$ cat config.mk
export PLATFORM = sky130hd
export DESIGN_NAME = sdiv_restoring
export DESIGN_NICKNAME = d
export VERILOG_FILES = /design/src/rtl/sdiv_pkg.sv /design/src/rtl/sdiv_load.sv /design/src/rtl/sdiv_step.sv /design/src/rtl/sdiv_fixup.sv /design/src/rtl/sdiv_restoring.sv
export SDC_FILE = /design/constraint.sdc
export NUM_CORES = 1
export LEC_CHECK = 0
export BUFFER_PORTS_ARGS = -buffer_cell sky130_fd_sc_hd__clkbuf_2
export CAP_MARGIN = 40
export CORE_ASPECT_RATIO = 0.8
export CORE_UTILIZATION = 29
export DETAILED_ROUTE_END_ITERATION = 16
export PLACE_DENSITY = 0.56
export SLEW_MARGIN = 0
export SYNTH_ARGS = -nofsm -noshare
export SYNTH_HDL_FRONTEND = slang
export SYNTH_SLANG_ARGS = --single-unit
$ cat constraint.sdc
create_clock -name clk_i -period 10.75 [get_ports clk_i]
set_input_delay 0.5375 -clock clk_i [delete_from_list [all_inputs] [get_ports clk_i]]
set_output_delay 0.5375 -clock clk_i [all_outputs]
set_load 0.01 [all_outputs]
$ cat src/rtl/sdiv_pkg.sv
package sdiv_pkg;

    // Sequencer states of the divider
    typedef enum logic [1:0] {
        ST_IDLE = 2'd0,
        ST_RUN  = 2'd1,
        ST_ZERO = 2'd2
    } sdiv_state_e;

endpackage

$ cat src/rtl/sdiv_load.sv
// Operand preparation: sign extension of the dividend into the upper half,
// sign extension of the divisor, and the sign facts the iterations need.
module sdiv_load #(
    parameter int N = 32
) (
    input  logic [N-1:0] dividend_i,
    input  logic [N-1:0] divisor_i,
    output logic [N:0]   a_init_o,
    output logic [N-1:0] q_init_o,
    output logic [N:0]   m_ext_o,
    output logic         dsign_o,
    output logic         neg_o,
    output logic         is_zero_o
);
    localparam int AW = N + 1;

    always_comb begin
        a_init_o  = {AW{dividend_i[N-1]}};
        q_init_o  = dividend_i;
        m_ext_o   = {divisor_i[N-1], divisor_i};
        dsign_o   = dividend_i[N-1];
        neg_o     = dividend_i[N-1] ^ divisor_i[N-1];
        is_zero_o = (divisor_i == '0);
    end
endmodule

$ cat src/rtl/sdiv_step.sv
// One restoring iteration: shift the A,Q pair, try moving A toward zero by
// the divisor, keep or restore, and shift in the quotient bit.
module sdiv_step #(
    parameter int N  = 32,
    parameter int CW = 6
) (
    input  logic [N:0]    a_i,
    input  logic [N-1:0]  q_i,
    input  logic [N:0]    m_i,
    input  logic          dsign_i,
    input  logic [CW-1:0] iter_i,
    output logic [N:0]    a_o,
    output logic [N-1:0]  q_o
);
    localparam int AW = N + 1;

    logic [AW-1:0] a_sh;
    logic [N-1:0]  q_sh;
    logic [AW-1:0] trial;
    logic [N-1:0]  pending;
    logic          toward_zero_sub;
    logic          keep;

    always_comb begin
        a_sh = (a_i << 1) | AW'(q_i[N-1]);
        q_sh = q_i << 1;

        // Subtract when divisor and partial remainder share a sign.
        toward_zero_sub = (dsign_i == m_i[AW-1]);
        if (toward_zero_sub) begin
            trial = a_sh - m_i;
        end else begin
            trial = a_sh + m_i;
        end

        // Dividend bits still waiting in Q after this shift.
        pending = q_sh >> (int'(iter_i) + 1);

        if (dsign_i) begin
            keep = trial[AW-1] || ((trial == '0) && (pending == '0));
        end else begin
            keep = !trial[AW-1];
        end

        a_o = keep ? trial : a_sh;
        q_o = {q_sh[N-1:1], keep};
    end
endmodule

$ cat src/rtl/sdiv_fixup.sv
// Final sign correction of the quotient and extraction of the remainder.
module sdiv_fixup #(
    parameter int N = 32
) (
    input  logic [N-1:0] q_mag_i,
    input  logic [N-1:0] a_low_i,
    input  logic         neg_i,
    output logic [N-1:0] quo_o,
    output logic [N-1:0] rem_o
);
    always_comb begin
        quo_o = neg_i ? ('0 - q_mag_i) : q_mag_i;
        rem_o = a_low_i;
    end
endmodule

$ cat src/rtl/sdiv_restoring.sv
module sdiv_restoring #(
    parameter int N = 32
) (
    input  logic         clk_i,
    input  logic         rst_ni,
    input  logic         start_i,
    input  logic [N-1:0] dividend_i,
    input  logic [N-1:0] divisor_i,
    output logic         busy_o,
    output logic         done_o,
    output logic         div_zero_o,
    output logic [N-1:0] quotient_o,
    output logic [N-1:0] remainder_o
);
    import sdiv_pkg::*;

    localparam int AW = N + 1;
    localparam int CW = $clog2(N + 1);
    localparam logic [CW-1:0] LAST_ITER = CW'(N - 1);

    typedef struct packed {
        sdiv_state_e   st;
        logic [AW-1:0] a;
        logic [N-1:0]  q;
        logic [AW-1:0] m;
        logic          dsign;
        logic          neg;
        logic [CW-1:0] iter;
        logic          done;
        logic          dz;
        logic [N-1:0]  quo;
        logic [N-1:0]  rem;
    } regs_t;

    regs_t r_d, r_q;

    logic [AW-1:0] ld_a, ld_m, st_a;
    logic [N-1:0]  ld_q, st_q, fx_quo, fx_rem;
    logic          ld_dsign, ld_neg, ld_zero;

    sdiv_load #(.N(N)) u_load (
        .dividend_i (dividend_i),
        .divisor_i  (divisor_i),
        .a_init_o   (ld_a),
        .q_init_o   (ld_q),
        .m_ext_o    (ld_m),
        .dsign_o    (ld_dsign),
        .neg_o      (ld_neg),
        .is_zero_o  (ld_zero)
    );

    sdiv_step #(.N(N), .CW(CW)) u_step (
        .a_i     (r_q.a),
        .q_i     (r_q.q),
        .m_i     (r_q.m),
        .dsign_i (r_q.dsign),
        .iter_i  (r_q.iter),
        .a_o     (st_a),
        .q_o     (st_q)
    );

    sdiv_fixup #(.N(N)) u_fixup (
        .q_mag_i (st_q),
        .a_low_i (st_a[N-1:0]),
        .neg_i   (r_q.neg),
        .quo_o   (fx_quo),
        .rem_o   (fx_rem)
    );

    always_comb begin
        r_d      = r_q;
        r_d.done = 1'b0;
        unique case (r_q.st)
            ST_IDLE: begin
                if (start_i) begin
                    r_d.a     = ld_a;
                    r_d.q     = ld_q;
                    r_d.m     = ld_m;
                    r_d.dsign = ld_dsign;
                    r_d.neg   = ld_neg;
                    r_d.iter  = '0;
                    r_d.st    = ld_zero ? ST_ZERO : ST_RUN;
                end
            end
            ST_RUN: begin
                r_d.a    = st_a;
                r_d.q    = st_q;
                r_d.iter = r_q.iter + 1'b1;
                if (r_q.iter == LAST_ITER) begin
                    r_d.st   = ST_IDLE;
                    r_d.done = 1'b1;
                    r_d.dz   = 1'b0;
                    r_d.quo  = fx_quo;
                    r_d.rem  = fx_rem;
                end
            end
            ST_ZERO: begin
                r_d.st   = ST_IDLE;
                r_d.done = 1'b1;
                r_d.dz   = 1'b1;
                r_d.quo  = '0;
                r_d.rem  = '0;
            end
            default: begin
                r_d.st = ST_IDLE;
            end
        endcase
    end

    always_ff @(posedge clk_i or negedge rst_ni) begin
        if (!rst_ni) begin
            r_q <= '{st: ST_IDLE, default: '0};
        end else begin
            r_q <= r_d;
        end
    end

    assign busy_o      = (r_q.st != ST_IDLE);
    assign done_o      = r_q.done;
    assign div_zero_o  = r_q.dz;
    assign quotient_o  = r_q.quo;
    assign remainder_o = r_q.rem;
endmodule

==> summary.md <==
| Metric | Value |
|---|---|
| Netlist cell types | 86 |
| # resized after CTS | 0 |
| Post-synth top area share | 0.359 |
| 1st-iter DRT viols | between 700 and 800 |
| Drt drc | 0 |
| Reg2reg path depth | 27 |
| # nets final | 1,521 |
| H-tree levels | 4 |
| Slew Viols, Final | 0 |
| CTS tree | yes |
| Min Tclk post-route | 7.91 ns |
| Post-synthesis xor/xnor area fraction | 0.0526 |
| Synth top area cells | dfrtp_1, o21ai_0, a21oi_1 |
| TNS Setup | 0 ns |
| Main synth FF type | dfrtp_1 |
| Via Count | 10,600 |
| R2r endpoint | quotient_o[30] |
| Worst skew pair latency | 0.46 ns |
| Pin count of the biggest net entering global routing | 62 |
| Warnings, synthesis | 0 |
| Hold-fix buffers, CTS | 0 |
| HP Class | input pin to async pin |
| I/O pin count | 134 |
| Clk_skew | 0.0133 ns |
| Worst-Margin Slew | between 0.8 and 0.9 ns |
| Most frequent cells in the layout | dfrtp_1, clkbuf_2, nand2_1 |
| Max-cap viol count | 0 |
| Drt via density | approximately 5.4 |
| Slew HR | 0.450 |
| Post-Syn Area per Cell | roughly 8.5 um^2 |
| Final WL | 39.1 mm |
| Synth Area in Simple Gates | 0.177 |
| Status | finished clean |
| Adder-Cell Fraction of Synth Area | 0.0413 |
| Fmax | roughly 0.13 GHz |
| Die span in y | roughly 180 um |
| CTS root buffer | clkbuf_16 |
| Critical path required time | between 10 and 15 ns |
| Final HPWL DP | 29.5 mm |
| Syn Inst Count | between 1,000 and 1,500 |
| WL/cell | 19.8 um |
| Post-synthesis mux area share | 0.0633 |
| RSZ-0062 raised after global routing | false |
| Syn_nets | 1,516 |
| Clock slew at reported path FFs | approximately 0.070 ns |
| First-pass DRT Iterations | 5 |
| Core Region | 40,700 um^2 |
| Initial antenna violation count | 1 |
| Mapped Area | 12,000 um^2 |
| Crit-path max FO | 19 |
| Critical Path AT | 8.26 ns |
| Reg-to-Reg Start | r_q[91] |
| #FFs+latches synth | 172 |
| Die area | 42,200 um^2 |
| Main combinational cell family by area after synthesis | compound AO/OA/AOI/OAI gates |
| Compound-Gate Fraction of Synth Area | 0.217 |
| CTS buffer count | 17 |
| Num rows | 66 |
| Worst R2R Setup Slack | 2.84 ns |
| Global route overflow | 0 |
| Post-synth EDFFs | 0 |
| Total setup buffers inserted after CTS | 0 |
| Starting Density | 0.295 |
| Antenna-violating nets left | 0 |
| Share of cells above drive strength 1 | 0.170 |
| DIE WIDTH | approximately 230 um |
| Commonest non-fill, non-tap cell in the layout | dfrtp_1 |
| Vias in the first global route | around 10,000 |
| Critical path class | flop to flop |
| Final setup violation count | 0 |
| First-pass GRT wire length | 61.3 mm |
| Cell taking the most area after synthesis | dfrtp_1 |
| Routability cong. | between 0.9 and 1 |
| Worst setup EP type | flop |
| Async SR Flop Fraction | 1.00 |
| Final period util | 0.736 |
| PortBufs | 133 |
| Tot GR Track Use | 0.186 |
| Worst setup SP type | flop |
| Final hold violations | 0 |
| Area Growth Syn to Fin | 9.66% |
| CTS max path bufs | 2 |
| Post-synthesis sequential area ratio | 0.359 |
| Clock Sinks | roughly 170 |
final cells by class:
cell class | count | area [um^2]
antenna | 1 | 2.50
clock buffer | 21 | 460
clock inverter | 9 | 87.6
fill | 4329 | 27600
inverter | 39 | 149
multi-input combinational | 1034 | 6650
sequential | 172 | 4300
tap | 544 | 681
timing repair buffer | 151 | 825
kinds of logic (layout without fill, tap and decap cells):
| logic type | count (synthesis) | after routing |
|---|---|---|
| xor+xnor | 72 | 72 |
| simple gates | 438 | 438 |
| mux | 68 | 68 |
| compound gates | 417 | 417 |
| flops | 172 | 172 |
| fa+ha+maj | 39 | 39 |
| other cells | 0 | 1 |
| buf+inv | 204 | 220 |
worst max path at each step:
| stage | start | end | slack [ns] |
|---|---|---|---|
| after floorplan | r_q[91] | quotient_o[30] | 3.53 |
| after global placement | r_q[90] | quotient_o[30] | 2.99 |
| after detailed placement | r_q[91] | quotient_o[30] | 2.92 |
| after CTS | r_q[91] | quotient_o[30] | 2.92 |
| after global routing | r_q[91] | quotient_o[30] | 2.32 |
| final | r_q[91] | quotient_o[30] | 2.84 |
state kept, by name, summed over array words and instances, names as in the netlist:
register and count:
remainder_o 32, div_zero_o 1, r_q 106, quotient_o 32
done_o 1
routing by layer:
layer / vias up / part of all wire / track usage
li1: 5065 / - / -
met1: 5200 / 0.50 / 0.275
met2: 305 / 0.43 / 0.276
met3: 30 / 0.053 / 0.0349
met4: 0 / 0.015 / 0.0464
met5: - / 0 / 0
synth_stat cells (8+ instances only):
| cell type | count |
|---|---|
| a211oi_1 | 14 |
| a21o_1 | 16 |
| a21oi_1 | 104 |
| a22oi_1 | 12 |
| a31oi_1 | 10 |
| and2_1 | 8 |
| buf_4 | 67 |
| clkbuf_1 | 82 |
| dfrtp_1 | 172 |
| ha_1 | 38 |
| inv_1 | 34 |
| mux2_2 | 35 |
| mux2i_1 | 26 |
| nand2_1 | 131 |
| nand2b_1 | 12 |
| nand3_1 | 28 |
| nand4_1 | 18 |
| nor2_1 | 114 |
| nor2b_1 | 9 |
| nor3_1 | 31 |
| nor4_1 | 25 |
| o21ai_0 | 117 |
| o21ai_1 | 14 |
| o22ai_1 | 33 |
| o31ai_1 | 20 |
| o41ai_1 | 8 |
| or3_1 | 23 |
| xnor2_1 | 34 |
| xor2_1 | 38 |
critical path, stage by stage (launching register included):
cell and delay [ns]:
dfrtp_1 0.40, or4_4 0.56, or3_4 0.37, or3_1 0.35
nor4_1 0.57, a21oi_1 0.17, xnor2_1 0.17, ha_1 0.39
a21oi_1 0.33, nand2_1 0.16, a2111oi_1 0.45, nor4_1 0.12
a31oi_1 0.16, nand2_1 0.07, a21oi_1 0.18, xor2_1 0.27
nand2b_2 0.30, inv_4 0.21, ha_1 0.21, nand2_1 0.07
or3_1 0.35, or3_1 0.46, or2_1 0.32, nand2b_1 0.19
o41ai_1 0.41, o21ai_0 0.19, xor2_1 0.18, a22o_1 0.20
through the flow:
step / setup WS, ns / cells / util / hold slack, ns / area, um^2
2_1_floorplan: 3.53 / 1410 / - / 0.242 / 12000
3_3_place_gp: 2.99 / 1935 / 0.308 / 0.469 / 12500
3_5_place_dp: 2.92 / 1939 / 0.309 / 0.473 / 12600
4_1_cts: 2.92 / 1969 / 0.323 / 0.0518 / 13100
5_1_grt: 2.32 / 1971 / 0.323 / 0.0685 / 13200
6_report: 2.84 / 1971 / 0.323 / 0.0233 / 13200
Power is not shown: default switching activity piles up to over one toggle a cycle in this logic, so the estimate is an artifact.
